`src/rtl/sbcr_pkg.sv`:
```
package sbcr_pkg;

    // Key values in bits 31:16
    localparam logic [15:0] WR_KEY = 16'h05FA;
    localparam logic [15:0] RD_SIG = 16'hFA05;

    // Field positions within the control word
    localparam int B_VRST   = 0;
    localparam int B_VCLR   = 1;
    localparam int B_RSTREQ = 2;
    localparam int B_RSTSEC = 3;
    localparam int PG_LO    = 8;
    localparam int PG_HI    = 10;
    localparam int B_NMINS  = 13;
    localparam int B_PRIS   = 14;
    localparam int KEY_LO   = 16;

    localparam int PG_W    = PG_HI - PG_LO + 1;
    localparam int NBANK   = 2;
    localparam int BANK_NS = 0;
    localparam int BANK_S  = 1;

    typedef logic [PG_W-1:0] pg_t;

    typedef struct packed {
        logic rst_sec_only;
        logic nmi_ns;
        logic prio_s;
    } seccfg_t;

    typedef struct packed {
        logic    keyed;
        logic    secure;
        pg_t     pg;
        logic    rst_req;
        logic    dbg_err;
        seccfg_t cfg;
    } wr_cmd_t;

    typedef struct packed {
        logic hit;
        logic secure;
    } rd_cmd_t;

    // Constant secure-only bits when the extension is absent
    localparam seccfg_t CFG_NOEXT = '{rst_sec_only: 1'b0, nmi_ns: 1'b1, prio_s: 1'b0};
    localparam seccfg_t CFG_RESET = '{rst_sec_only: 1'b0, nmi_ns: 1'b0, prio_s: 1'b0};

    // Word seen by a read of the given security state
    function automatic logic [31:0] view_word(pg_t pg, seccfg_t cfg, logic secure);
        logic [31:0] w;
        w = '0;
        w[KEY_LO +: 16]  = RD_SIG;
        w[PG_HI:PG_LO]   = pg;
        w[B_NMINS]       = cfg.nmi_ns;
        if (secure) begin
            w[B_RSTSEC] = cfg.rst_sec_only;
            w[B_PRIS]   = cfg.prio_s;
        end
        return w;
    endfunction

endpackage

```
`src/rtl/sbcr_decode.sv`:
```
module sbcr_decode
    import sbcr_pkg::*;
#(
    parameter int                ADDR_W   = 12,
    parameter logic [ADDR_W-1:0] REG_ADDR = 12'hD0C,
    parameter bit                SEC_EXT  = 1'b1
) (
    input  logic              acc_valid,
    input  logic              acc_write,
    input  logic              acc_secure,
    input  logic [ADDR_W-1:0] acc_addr,
    input  logic [31:0]       acc_wdata,
    output wr_cmd_t           wr_cmd,
    output rd_cmd_t           rd_cmd
);

    logic hit;
    logic sec_eff;
    logic unused_wdata;

    assign hit          = acc_valid && (acc_addr == REG_ADDR);
    assign sec_eff      = acc_secure & SEC_EXT;
    assign unused_wdata = ^{acc_wdata[15], acc_wdata[12:11], acc_wdata[7:4]};

    always_comb begin
        wr_cmd                  = '0;
        wr_cmd.keyed            = hit && acc_write && (acc_wdata[KEY_LO +: 16] == WR_KEY);
        wr_cmd.secure           = sec_eff;
        wr_cmd.pg               = acc_wdata[PG_HI:PG_LO];
        wr_cmd.rst_req          = acc_wdata[B_RSTREQ];
        wr_cmd.dbg_err          = acc_wdata[B_VCLR] | acc_wdata[B_VRST];
        wr_cmd.cfg.rst_sec_only = acc_wdata[B_RSTSEC];
        wr_cmd.cfg.nmi_ns       = acc_wdata[B_NMINS];
        wr_cmd.cfg.prio_s       = acc_wdata[B_PRIS];
    end

    always_comb begin
        rd_cmd        = '0;
        rd_cmd.hit    = hit && !acc_write;
        rd_cmd.secure = sec_eff;
    end

endmodule

```
`src/rtl/sbcr_bank_store.sv`:
```
module sbcr_bank_store
    import sbcr_pkg::*;
(
    input  logic clk,
    input  logic rst,
    input  logic keyed,
    input  logic secure,
    input  pg_t  pg_in,
    output pg_t  pg_s,
    output pg_t  pg_ns
);

    pg_t pg_q [NBANK];

    for (genvar b = 0; b < NBANK; b++) begin : g_bank
        localparam bit IS_S = (b == BANK_S);
        pg_t q;
        always_ff @(posedge clk) begin
            if (rst) begin
                q <= '0;
            end else if (keyed && (secure == IS_S)) begin
                q <= pg_in;
            end
        end
        assign pg_q[b] = q;
    end

    assign pg_s  = pg_q[BANK_S];
    assign pg_ns = pg_q[BANK_NS];

endmodule

```
`src/rtl/sbcr_sec_cfg.sv`:
```
module sbcr_sec_cfg
    import sbcr_pkg::*;
#(
    parameter bit SEC_EXT = 1'b1
) (
    input  logic    clk,
    input  logic    rst,
    input  logic    keyed,
    input  logic    secure,
    input  seccfg_t cfg_in,
    output seccfg_t cfg
);

    seccfg_t cfg_q;

    always_ff @(posedge clk) begin
        if (rst) begin
            cfg_q <= CFG_RESET;
        end else if (keyed && secure) begin
            cfg_q <= cfg_in;
        end
    end

    always_comb begin
        cfg = SEC_EXT ? cfg_q : CFG_NOEXT;
    end

endmodule

```
`src/rtl/sbcr_pulse_gen.sv`:
```
module sbcr_pulse_gen (
    input  logic clk,
    input  logic rst,
    input  logic keyed,
    input  logic secure,
    input  logic rst_req,
    input  logic err_req,
    input  logic rst_sec_only,
    output logic sys_rst_req,
    output logic dbg_err
);

    logic allow;

    assign allow = secure || !rst_sec_only;

    always_ff @(posedge clk) begin
        if (rst) begin
            sys_rst_req <= 1'b0;
            dbg_err     <= 1'b0;
        end else begin
            sys_rst_req <= keyed && rst_req && allow;
            dbg_err     <= keyed && err_req;
        end
    end

endmodule

```
`src/rtl/sec_bank_ctl_reg.sv`:
```
module sec_bank_ctl_reg
    import sbcr_pkg::*;
#(
    parameter int                ADDR_W   = 12,
    parameter logic [ADDR_W-1:0] REG_ADDR = 12'hD0C,
    parameter bit                SEC_EXT  = 1'b1,
    parameter int                MASK_W   = 8
) (
    input  logic              clk,
    input  logic              rst,
    input  logic              acc_valid,
    input  logic              acc_write,
    input  logic              acc_secure,
    input  logic [ADDR_W-1:0] acc_addr,
    input  logic [31:0]       acc_wdata,
    output logic [31:0]       rd_data,
    output logic              sys_rst_req,
    output logic              dbg_err,
    output logic [MASK_W-1:0] gprio_mask
);

    localparam int SH_W = PG_W + 1;

    wr_cmd_t wr_cmd;
    rd_cmd_t rd_cmd;
    pg_t     pg_s;
    pg_t     pg_ns;
    seccfg_t cfg;
    logic    rst_sec_only;
    logic [SH_W-1:0] shamt;

    sbcr_decode #(
        .ADDR_W   (ADDR_W),
        .REG_ADDR (REG_ADDR),
        .SEC_EXT  (SEC_EXT)
    ) u_decode (
        .acc_valid  (acc_valid),
        .acc_write  (acc_write),
        .acc_secure (acc_secure),
        .acc_addr   (acc_addr),
        .acc_wdata  (acc_wdata),
        .wr_cmd     (wr_cmd),
        .rd_cmd     (rd_cmd)
    );

    sbcr_bank_store u_banks (
        .clk    (clk),
        .rst    (rst),
        .keyed  (wr_cmd.keyed),
        .secure (wr_cmd.secure),
        .pg_in  (wr_cmd.pg),
        .pg_s   (pg_s),
        .pg_ns  (pg_ns)
    );

    sbcr_sec_cfg #(
        .SEC_EXT (SEC_EXT)
    ) u_cfg (
        .clk    (clk),
        .rst    (rst),
        .keyed  (wr_cmd.keyed),
        .secure (wr_cmd.secure),
        .cfg_in (wr_cmd.cfg),
        .cfg    (cfg)
    );

    assign rst_sec_only = cfg.rst_sec_only;

    sbcr_pulse_gen u_pulse (
        .clk          (clk),
        .rst          (rst),
        .keyed        (wr_cmd.keyed),
        .secure       (wr_cmd.secure),
        .rst_req      (wr_cmd.rst_req),
        .err_req      (wr_cmd.dbg_err),
        .rst_sec_only (rst_sec_only),
        .sys_rst_req  (sys_rst_req),
        .dbg_err      (dbg_err)
    );

    // Read view: the accessing state's bank and visibility
    always_comb begin
        if (rd_cmd.hit) begin
            rd_data = view_word(rd_cmd.secure ? pg_s : pg_ns, cfg, rd_cmd.secure);
        end else begin
            rd_data = '0;
        end
    end

    // Group-priority mask from the non-secure bank
    assign shamt      = {1'b0, pg_ns} + SH_W'(1);
    assign gprio_mask = {MASK_W{1'b1}} << shamt;

endmodule

```
`config.mk`:
```
export PLATFORM = sky130hd
export DESIGN_NAME = sec_bank_ctl_reg
export DESIGN_NICKNAME = d
export VERILOG_FILES = /design/src/rtl/sbcr_pkg.sv /design/src/rtl/sbcr_decode.sv /design/src/rtl/sbcr_bank_store.sv /design/src/rtl/sbcr_sec_cfg.sv /design/src/rtl/sbcr_pulse_gen.sv /design/src/rtl/sec_bank_ctl_reg.sv
export SDC_FILE = /design/constraint.sdc
export NUM_CORES = 1
export LEC_CHECK = 0
export BUFFER_PORTS_ARGS = -buffer_cell sky130_fd_sc_hd__buf_2
export CAP_MARGIN = 20
export CORE_UTILIZATION = 40
export DETAILED_ROUTE_END_ITERATION = 10
export PLACE_DENSITY = 0.82
export SETUP_SLACK_MARGIN = 0.2
export SYNTH_ARGS = -nofsm -noshare
export SYNTH_HDL_FRONTEND = slang
export SYNTH_HIERARCHICAL = 1
export SYNTH_SLANG_ARGS = --single-unit
```
`constraint.sdc`:
```
create_clock -name clk -period 3.06 [get_ports clk]
set_clock_uncertainty 0.05 [all_clocks]
set_input_delay 0.306 -clock clk [delete_from_list [all_inputs] [get_ports clk]]
set_output_delay 0.306 -clock clk [all_outputs]
set_load 0.005 [all_outputs]
```
* Yosys cells after proc, flatten, opt, wreduce, memory -nomap -nowiden
Cells that the tools add are included.
Operators by class: shift-type cells 1, equality and inequality tests 2, reduce and logical (&&, ||, !) cells 12, add/subtract/negate cells 1, bitwise operators 2, multiplexer cells 4
Operator list (number):
- $mux W32 | 1
- $eq A16 B11 Y1 const B | 1
- $eq A12 B12 Y1 const B | 1
- $logic_and A1 B1 Y1 | 9
- $shl A8 B4 Y8 const A | 1
- $add A3 B1 Y4 const B | 1
- $mux W3 | 1
- $logic_not A1 Y1 | 2
- $mux W1 | 2
- $logic_or A1 B1 Y1 | 1
- $not A1 Y1 | 1
- $or A1 B1 Y1 | 1
Storage, ports and cells: register bits 11

* Logic depth before layout (Yosys ltp)
Gate-level depths: netlist of run 1.
word-level depth 6, depth in mapped cells 5, depth with buffers taken out 5

* By module
The synthesis of run 1 kept the hierarchy.
By module, submodules not included:
- sec_bank_ctl_reg | cells each 56, instances 1, area an instance 392.9 um2
- sbcr_bank_store | cells each 23, instances 1, area an instance 256.5 um2
- sbcr_decode | cells each 23, instances 1, area an instance 172.7 um2
- sbcr_sec_cfg | cells each 12, instances 1, area an instance 120.1 um2
- sbcr_pulse_gen | cells each 6, instances 1, area an instance 81.3 um2

* Worst setup path before layout of run 1
No wires, ideal clock.
path type input -> register, start point in acc_addr[1], end point reg u_banks.g_bank[0].q[0], in the netlist u_banks/pg_ns[0], arrival time 1.915 ns, path slack 1.023 ns, stages on the path 5, required time 2.938 ns, library setup time 0.072 ns, cells stage by stage nor4_2 > nand4_1 > nor4_2 > nor2b_4 > mux2i_1
RTL lines:
- start, declared | RTL line sec_bank_ctl_reg.sv:14 | input logic [ADDR_W-1:0] acc_addr,
- end signal, assigned | RTL line sbcr_bank_store.sv:22 | q <= pg_in;
- end, declared | RTL line sbcr_bank_store.sv:17 | pg_t q;

* Final worst setup path of run 1
start point in acc_addr[1], end point out rd_data[14]
Between the ends: word-level cells in the longest chain between the ends 4
RTL lines:
- $eq A12 B12 Y1 | RTL line sbcr_decode.sv:21 | assign hit = acc_valid && (acc_addr == REG_ADDR);
- $logic_and A1 B1 Y1 | RTL line sbcr_decode.sv:21
- $logic_and A1 B1 Y1 | RTL line sbcr_decode.sv:39 | rd_cmd.hit = hit && !acc_write;
- $mux W32 | RTL line sec_bank_ctl_reg.sv:83 | if (rd_cmd.hit) begin
- end, declared | RTL line sec_bank_ctl_reg.sv:16 | output logic [31:0] rd_data,
No other way between the ends.

==> impl_metrics.json, run 1 <==
{
  "layout-drive-gt1-share_pct": 44.5,
  "antenna_found_initial": 0,
  "synth_warnings": 6,
  "cts_buffers": 3,
  "grt.total_usage_pct": 16.4,
  "grt_pass1_wl_um": 3280,
  "worst_skew_pair.late_latency_ns": 0.28,
  "place_congestion": 0.736,
  "cpMaxStageDelayCell": "nor2_1",
  "hold_viol": 0,
  "cts_post_setup_buffers_inserted": 0,
  "crit_type": "in -> out",
  "cts_hold_buffers": 0,
  "clockRootBuffer": "clkbuf_4",
  "dr.pass1.iters": 4,
  "cts_tree": "built",
  "grt_pass1_vias": 816,
  "status": "finished, final reports clean",
  "vias": 902,
  "crit_top_cell": "buf_2",
  "ir_worst_vdd_mv": 0.219,
  "synth_cells": 120,
  "final_cells": 201,
  "rows": 17,
  "cp.required_ns": 2.70,
  "cts_max_level": 1,
  "endpoint_kind": "primary output",
  "cts.path.max_buffers": 2,
  "synth_cell_types": 29,
  "io_buffers": 65,
  "core_um2": 2320,
  "cts_resized": 0,
  "slew_headroom_pct": 53.6,
  "die_area_um2": 2770,
  "leakage_nw": 0.658,
  "post-dp-hpwl_um": 1630,
  "tns_ns": 0,
  "finalMaxSlewViolations": 0,
  "cts.reportedPaths.clkPinSlew_ns": 0.07,
  "critPathLaunchType": "input pin",
  "area_growth_syn_to_layout_pct": 19.8,
  "cap_violations": 0,
  "fill_cells": 250,
  "placedCellCount": 197,
  "ios": 91,
  "min_period_ns": 2.12,
  "routed_via_density": 4.49,
  "powerDensity_nw_per_um2": 235,
  "grt_max_degree": 15,
  "fin_crit_sh_pct": 69.4,
  "place_ws_ns": 0.891,
  "n_antenna_cell": 0,
  "cpPeakStageDelay_ns": 0.57,
  "setup_viol": 0,
  "final_nets": 226,
  "drtAntennaViolNets": 0,
  "critPathArrivalTime_ns": 1.77,
  "final_common_cell": "buf_2",
  "start_util_pct": 44.1,
  "cp_cell_sequence": "buf_2 -> nor4_2 -> nand4_1 -> nor2_1 -> and3_1 -> buf_2",
  "syn_area_um2": 1020,
  "layout_setup_ws_ns": 0.937,
  "wl_um": 1960,
  "tightest_slew_ns": 0.693,
  "hold_path_class": "in -> reg",
  "clock.fmax_mhz": 471,
  "drcViolationCount": 0,
  "rsz0062_at_grt": "no",
  "avgRoutedWirePerCell_um": 9.75,
  "ys_ff_latch": 11,
  "layout_common_cells": "buf_2, conb_1, dfxtp_1",
  "grt_overflow": 0,
  "die_h_um": 52.6,
  "die_width_um": 52.6,
  "crit_path_max_fanout": 14,
  "drt_iter0_drc": 2,
  "ys_seq_area_share_pct": 21.5,
  "cts.sinks": 11,
  "syn_avg_cell_area_um2": 8.53
}
stage by stage:
stage          util, %  hold slack, ns  power [mW]  area [um2]
6_report          52.9           0.226       0.288        1230
5_1_grt           52.9           0.216       0.306        1230
4_1_cts           52.9           0.222       0.291        1230
3_5_place_dp      51.8           0.392       0.191        1200
3_3_place_gp      51.8           0.383       0.190        1200
2_1_floorplan        -           0.325       0.188        1090
cell type report:
type	count	area, um2	area share (%)
clock buffers	4	26.3	2.14
inverters	4	15.0	1.22
multi-input cells	88	597	48.7
flip-flops and latches	11	220	18.0
well taps	28	35.0	2.86
repair buffers	66	333	27.1
worst max-delay path, delay by kind of cell:
kind                   cells  cell delay [ns]
AND/OR/NAND/NOR            4             1.25
buffers and inverters      2             0.21
registers in the layout (all words and copies together), names as in the netlist:
| name | cells |
|---|---|
| u_pulse/sys_rst_req | 1 |
| u_banks/pg_ns | 3 |
| u_pulse/dbg_err | 1 |
| u_cfg/cfg | 3 |
| u_banks/pg_s | 3 |
final timing paths:
kind	end	slack [ns]	cells past startpoint	from
setup / recovery	rd_data[14]	0.94	6	acc_addr[1]
hold / removal	u_pulse/sys_rst_req$_SDFF_PP0_	0.23	3	acc_wdata[2]
setup reg to reg	u_cfg/cfg[2]$_SDFFE_PP0P_	2.25	2	u_cfg/cfg[2]$_SDFFE_PP0P_
hold reg to reg	u_pulse/sys_rst_req$_SDFF_PP0_	0.40	1	u_cfg/cfg[2]$_SDFFE_PP0P_
cell usage after synthesis:
master | number | area, um2
a21bo_1 | 3 | 30.0
nor2b_4 | 1 | 13.8
and3_1 | 3 | 18.8
nor4bb_1 | 2 | 20.0
mux2i_1 | 9 | 90.1
or3_1 | 1 | 6.26
a21oi_2 | 2 | 17.5
and3b_1 | 1 | 8.76
and2_1 | 2 | 12.5
nor4_2 | 2 | 25.0
o21a_1 | 2 | 15.0
conb_1 | 1 | 3.75
nand2b_1 | 9 | 56.3
dfxtp_1 | 11 | 220
o21ai_0 | 1 | 5.00
inv_1 | 4 | 15.0
a21oi_1 | 4 | 20.0
nand4_1 | 2 | 12.5
nor2_1 | 5 | 18.8
and4b_1 | 1 | 10.0
nand2_1 | 2 | 7.51
buf_4 | 34 | 255
nand2_2 | 1 | 6.26
or2_2 | 1 | 6.26
xnor2_1 | 1 | 8.76
nand3_1 | 5 | 25.0
ha_1 | 3 | 37.5
nand3b_4 | 1 | 20.0
nor2b_1 | 6 | 37.5
report_power, final:
group	leakage, nW	internal [mW]	switching [mW]
Clock	0.0150	0.0506	0.0492
Sequential	0.0885	0.143	0.0000000000824
Combinational	0.555	0.0251	0.0196
Total	0.658	0.219	0.0689
cells by family (layout without fill, tap and decap cells):
family	Yosys count	count (layout)	synth area share (%)
and+or+nand+nor	45	45	29.8
buffers and inverters	38	74	26.4
AOI/OAI and AO/OA	12	12	8.56
DFF	11	11	21.5
muxes	9	9	8.80
adders and majority gates	3	3	3.67
other	1	18	0.366
xor gates and xnor gates	1	1	0.856
layer usage:
metal | up-vias | global-route usage, % | part of all wire [%]
li1 | 460 | - | -
met1 | 403 | 16.0 | 39
met2 | 34 | 30.0 | 53
met3 | 5 | 3.77 | 5.1
met4 | 0 | 11.4 | 2.7
met5 | - | 0 | 0
(Power assumes the default switching activity.)
==> run 2, diff against run 1 <==
Settings changed: ABC_AREA from default to 1, CORE_UTILIZATION 40 to 38, PLACE_DENSITY 0.82 to 0.77.
Clock period 3.06 ns to 2.2 ns, I/O delays scaled along.
==> run 2 against run 1 <==
Net effect: sequential power up 39%; non-clock buffer count unchanged; power up 40%; cell count up 28%; utilization down 3.5 points; worst hold slack worse by 0.096 ns; sequential share of layout area down 0.60 points; routed wire length up 3.9%; critical path type is now reg -> out.
==> impl_metrics.json, run 2 <==
{
  "status": "finished, final reports clean",
  "cts_tree": "built",
  "crit_top_cell": "nand2_1",
  "setup_viol": 0,
  "final_nets": 280,
  "rows": 18,
  "fin_crit_sh_pct": 77.3,
  "die_area_um2": 3040,
  "cts.sinks": 11,
  "grt_pass1_wl_um": 3170,
  "ir_worst_vdd_mv": 0.178,
  "wl_um": 2040,
  "grt_pass1_vias": 889,
  "cts.path.max_buffers": 2,
  "powerDensity_nw_per_um2": 317,
  "synth_warnings": 6,
  "grt_overflow": 0,
  "cts_resized": 0,
  "antenna_found_initial": 0,
  "syn_area_um2": 1070,
  "synth_cells": 175,
  "ys.flop_type": "dfxtp_1",
  "grt_max_degree": 15,
  "synth_cell_types": 20,
  "grt.total_usage_pct": 14.4,
  "synth_fa_ha_area_share_pct": 3.50,
  "fill_cells": 286,
  "routed_via_density": 4.08,
  "place_congestion": 0.687,
  "cts_max_level": 1,
  "finish.utilization_pct": 49.4,
  "final_common_cell": "buf_2",
  "cap_violations": 0,
  "hold_viol": 0,
  "n_antenna_cell": 0,
  "synth_area_leaders": "buf_4, dfxtp_1, nor2_1",
  "layout_common_cells": "buf_2, nor2_1, nand2_1",
  "cpMaxStageDelayCell": "dfxtp_1",
  "crit_path_max_fanout": 6,
  "drcViolationCount": 0,
  "hold_path_class": "in -> reg",
  "area_growth_syn_to_layout_pct": 18.2,
  "synth_top_family_by_area": "simple AND/OR/NAND/NOR gates",
  "drtAntennaViolNets": 0,
  "vias": 1048,
  "ys_seq_area_share_pct": 20.5,
  "io_buffers": 65,
  "multi_input_area_um2": 542,
  "critPathLaunchType": "flop",
  "cts_post_setup_buffers_inserted": 0,
  "cp.required_ns": 1.93,
  "worst_skew_pair.late_latency_ns": 0.26,
  "cp.buffers_inverters": 2,
  "cts.reportedPaths.clkPinSlew_ns": 0.07,
  "synth_commonest_cells": "nor2_1, buf_4, nand2_1",
  "synthMuxAreaShare_pct": 0,
  "drt_iter0_drc": 15,
  "yosys.area_share.simple_pct": 37.9,
  "tns_ns": 0,
  "cpPeakStageDelay_ns": 0.47,
  "endpoint_kind": "primary output",
  "clockRootBuffer": "clkbuf_4",
  "yosysTopAreaCell": "buf_4",
  "synth_compound_area_share_pct": 2.80,
  "die_width_um": 55.2,
  "synth_xor_area_share_pct": 0,
  "seqCellArea_um2": 220,
  "die_h_um": 55.2,
  "cts_hold_buffers": 0,
  "core_um2": 2570,
  "ios": 91,
  "min_period_ns": 1.70,
  "avgRoutedWirePerCell_um": 7.93,
  "crit_type": "reg -> out",
  "rsz0062_at_grt": "no",
  "syn_avg_cell_area_um2": 6.13,
  "start_util_pct": 41.8,
  "leakage_nw": 0.781,
  "ys_ff_latch": 11,
  "clock.fmax_mhz": 588,
  "critPathArrivalTime_ns": 1.43,
  "finalMaxSlewViolations": 0,
  "layout-drive-gt1-share_pct": 36.6,
  "synthArstFlopShare_pct": 0,
  "cts_buffers": 3,
  "dr.pass1.iters": 4,
  "synth_enable_flop_cells": 0,
  "path_delay_family": "flip-flops",
  "post-dp-hpwl_um": 1740,
  "synth.most_common_cell": "nor2_1",
  "synth_top_cell_area_share_pct": 23.8,
  "cp_cell_sequence": "ha_1 -> inv_1 -> nand2_1 -> nand3_2 -> nand2_1 -> buf_2"
}
==> run 2: cell count changes after synthesis, sizes merged, moves of 3 or more <==
cell | before | now
inv | 4 | 29
nand2b | 9 | 0
nand2 | 3 | 34
a21oi | 6 | 3
mux2i | 9 | 0
nor2 | 5 | 39
a21bo | 3 | 0
nand3 | 5 | 13
nor2b | 7 | 0
==> run 2: cell type report <==
class,instances,area share (%)
multi-input cells,117,42.7
repair buffers,66,26.2
flip-flops and latches,11,17.4
inverters,29,8.58
well taps,30,2.96
clock buffers,3,1.78
clock inverters,1,0.394
==> run 2: path summary, 6_finish.rpt <==
path | from | to | slack, ns | depth (start not counted)
max | u_banks/pg_ns[1]$_SDFFE_PP0P_ | gprio_mask[5] | 0.50 | 6
min | acc_wdata[3] | u_cfg/cfg[2]$_SDFFE_PP0P_ | 0.13 | 3
max reg2reg | u_banks/pg_ns[1]$_SDFFE_PP0P_ | u_banks/pg_ns[1]$_SDFFE_PP0P_ | 1.44 | 2
min reg2reg | u_banks/pg_s[1]$_SDFFE_PP0P_ | u_banks/pg_s[1]$_SDFFE_PP0P_ | 0.42 | 2
==> run 2: per-stage QoR <==
step	setup WS [ns]	std cells	power, mW	hold WS, ns	cell area [um2]
after floorplan	0.679	192	0.265	0.239	1140
after global placement	0.658	253	0.271	0.393	1240
after detailed placement	0.656	253	0.272	0.404	1240
after CTS	0.481	257	0.407	0.123	1270
after global routing	0.326	257	0.424	0.141	1270
final	0.500	257	0.402	0.130	1270
==> run 2: kinds of logic after synthesis <==
family,count (synthesis)
flip-flops,11
buffers and inverters,64
AND/OR/NAND/NOR,90
AO/OA/AOI/OAI,6
other,1
adder cells (fa/ha/maj),3
==> run 2: worst min-delay path: cells and delay by family <==
family | cells | cell delay [ns]
buffers and inverters | 1 | 0.08
and+or+nand+nor | 2 | 0.12
==> run 2: power by group <==
group	switching [mW]	total, mW	internal [mW]
clock	0.0677	0.135	0.0672
sequential	0.000000000236	0.199	0.199
combinational	0.0347	0.0683	0.0336
total	0.102	0.402	0.300
==> run 2: metal layers <==
metal | global-route usage, % | wire [um] | vias to the layer above
li1 | - | - | 574
met1 | 15.2 | 879 | 416
met2 | 27.3 | 958 | 54
met3 | 1.64 | 166 | 4
met4 | 7.92 | 32 | 0
met5 | 0 | 0 | -
==> run 3, diff against run 2 <==
Settings changed: CORE_UTILIZATION 38 to 35, PLACE_DENSITY 0.77 to 0.74.
Clock period 2.2 ns to 1.4 ns, I/O delays scaled along.
==> run 3 against run 2 <==
Net effect: the flow now finishes with violations (DRC, setup timing); worst hold slack got worse by 0.10 ns; sequential power rose by 55%; utilization rose by 5.9 points; clock-buffer cell count rose by 1; cell count rose by 4.7%; power rose by 63%; routed wire length rose by 19%; global-route usage rose by 1.6 points; combinational power rose by 68%; flip-flop and latch count did not move; critical path type unchanged; largest cell class unchanged; largest power group unchanged.
==> impl_metrics.json, run 3 (synthesized netlist as in run 2, its figures left out) <==
{
  "n_antenna_cell": 0,
  "grt_max_degree": 15,
  "leakage_nw": 0.874,
  "die_area_um2": 3290,
  "min_period_ns": 1.41,
  "grt.total_usage_pct": 16.0,
  "rr_worst_depth": 4,
  "layout_common_cells": "buf_2, nor2_1, nand2_1",
  "hold_viol": 0,
  "cp_cell_sequence": "buf_4 -> ha_2 -> nand2_2 -> nor2_1 -> buf_2",
  "fin_crit_sh_pct": 101,
  "layout-drive-gt1-share_pct": 48.7,
  "cpPeakStageDelay_ns": 0.38,
  "place_congestion": 0.737,
  "die_width_um": 57.4,
  "status": "complete, but fails checks",
  "grt_overflow": 0,
  "cts_max_level": 1,
  "hold_path_class": "in -> reg",
  "ios": 91,
  "cts.path.max_buffers": 2,
  "final_cells": 269,
  "cts_buffers": 3,
  "drcViolationCount": 7,
  "cts.reportedPaths.clkPinSlew_ns": 0.07,
  "crit_type": "reg -> out",
  "start_util_pct": 37.9,
  "cap_violations": 0,
  "r2r_slack_ns": 0.50,
  "die_h_um": 57.4,
  "grt_pass1_wl_um": 4100,
  "drt_iter0_drc": 54,
  "clockRootBuffer": "clkbuf_4",
  "seqCellArea_um2": 229,
  "violations": "DRC, setup timing",
  "rows": 19,
  "drtAntennaViolNets": 0,
  "final_nets": 291,
  "setup_viol": 5,
  "finalPower_uw": 655,
  "cts_hold_buffers": 0,
  "crit_path_max_fanout": 4,
  "hold_depth": 3,
  "area_growth_syn_to_layout_pct": 45.7,
  "layout_setup_ws_ns": -0.00983,
  "avgRoutedWirePerCell_um": 9.02,
  "cts.sinks": 11,
  "fill_cells": 286,
  "placedCellCount": 259,
  "wl_um": 2430,
  "worst_hold_slack_ns": 0.0284,
  "antenna_found_initial": 0,
  "critPathArrivalTime_ns": 1.22,
  "cpMaxStageDelayCell": "dfxtp_4",
  "critPathLaunchType": "flop",
  "cp.required_ns": 1.21,
  "post-dp-hpwl_um": 1790,
  "crit_start": "u_banks/pg_ns[0]$_SDFFE_PP0P_",
  "multi_input_area_um2": 634,
  "dr.pass1.iters": 7,
  "grt_pass1_vias": 1042,
  "rsz0062_at_grt": "yes",
  "ir_worst_vdd_mv": 0.440,
  "cts_tree": "built",
  "routed_via_density": 4.12,
  "worst_skew_pair.late_latency_ns": 0.28,
  "finalMaxSlewViolations": 0,
  "clock.fmax_mhz": 709,
  "powerDensity_nw_per_um2": 419,
  "timing.rr.end": "u_banks/pg_ns[1]$_SDFFE_PP0P_",
  "r2r_start": "u_banks/pg_ns[1]$_SDFFE_PP0P_",
  "final_common_cell": "buf_2",
  "core_um2": 2830,
  "io_buffers": 65,
  "vias": 1107,
  "endpoint_kind": "primary output",
  "worstSetupEndpoint": "gprio_mask[0]"
}
## run 3: worst min-delay path by stage
| stage | endpoint | slack, ns | startpoint |
|---|---|---|---|
| 3_5_place_dp | u_cfg/cfg[1]$_SDFFE_PP0P_ | 0.32 | acc_wdata[13] |
| 3_3_place_gp | u_cfg/cfg[1]$_SDFFE_PP0P_ | 0.31 | acc_wdata[13] |
| 2_1_floorplan | u_banks/pg_s[0]$_SDFFE_PP0P_ | 0.16 | rst |
| 4_1_cts | u_cfg/cfg[1]$_SDFFE_PP0P_ | 0.02 | acc_wdata[13] |
| 5_1_grt | u_cfg/cfg[2]$_SDFFE_PP0P_ | 0.02 | acc_wdata[3] |
| 6_report | u_cfg/cfg[1]$_SDFFE_PP0P_ | 0.03 | acc_wdata[13] |
## run 3: area by class of cell
| type | count | area share (%) |
|---|---|---|
| inverter | 29 | 6.96 |
| sequential | 11 | 14.6 |
| clock buffer | 4 | 1.68 |
| tap | 31 | 2.48 |
| timing repair buffer | 77 | 33.7 |
| multi-input combinational | 117 | 40.6 |
## run 3: stage by stage
| step | utilization [%] | worst slack [ns] | setup TNS [ns] | area, um2 |
|---|---|---|---|---|
| after global routing | 55.3 | -0.104 | -0.658 | 1560 |
| after floorplan | - | 0.216 | 0 | 1140 |
| after detailed placement | 45.8 | -0.000382 | -0.000382 | 1290 |
| after global placement | 45.8 | 0.0138 | 0 | 1290 |
| after CTS | 53.3 | -0.0157 | -0.0251 | 1510 |
| final | 55.3 | -0.00983 | -0.0271 | 1560 |
## run 3: report_power, final
group / switching, mW / internal (mW) / total (mW)
clock network: 0.120 / 0.111 / 0.231
logic: 0.0586 / 0.0568 / 0.115
registers: 0.000000000368 / 0.309 / 0.309
## run 3: metal layers
metal  track usage (%)  share of wire [%]  up-vias
met5                 0                  0        -
met4              9.41                2.3        0
met3              3.17                4.3        7
met2              30.7                 53       39
met1              15.5                 40      466
li1                  -                  -      595
## run 3: timing repair
action,CTS,global route
resized for setup,39,13
buffers inserted,4,2
pin swaps,13,15
setup endpoints to repair,22,28
## run 3: worst max-delay path: cells and delay by family (launching register included)
kind | cells | cell delay [ns]
DFF | 1 | 0.38
buffers and inverters | 2 | 0.24
adders and majority gates | 1 | 0.17
and+or+nand+nor | 2 | 0.15
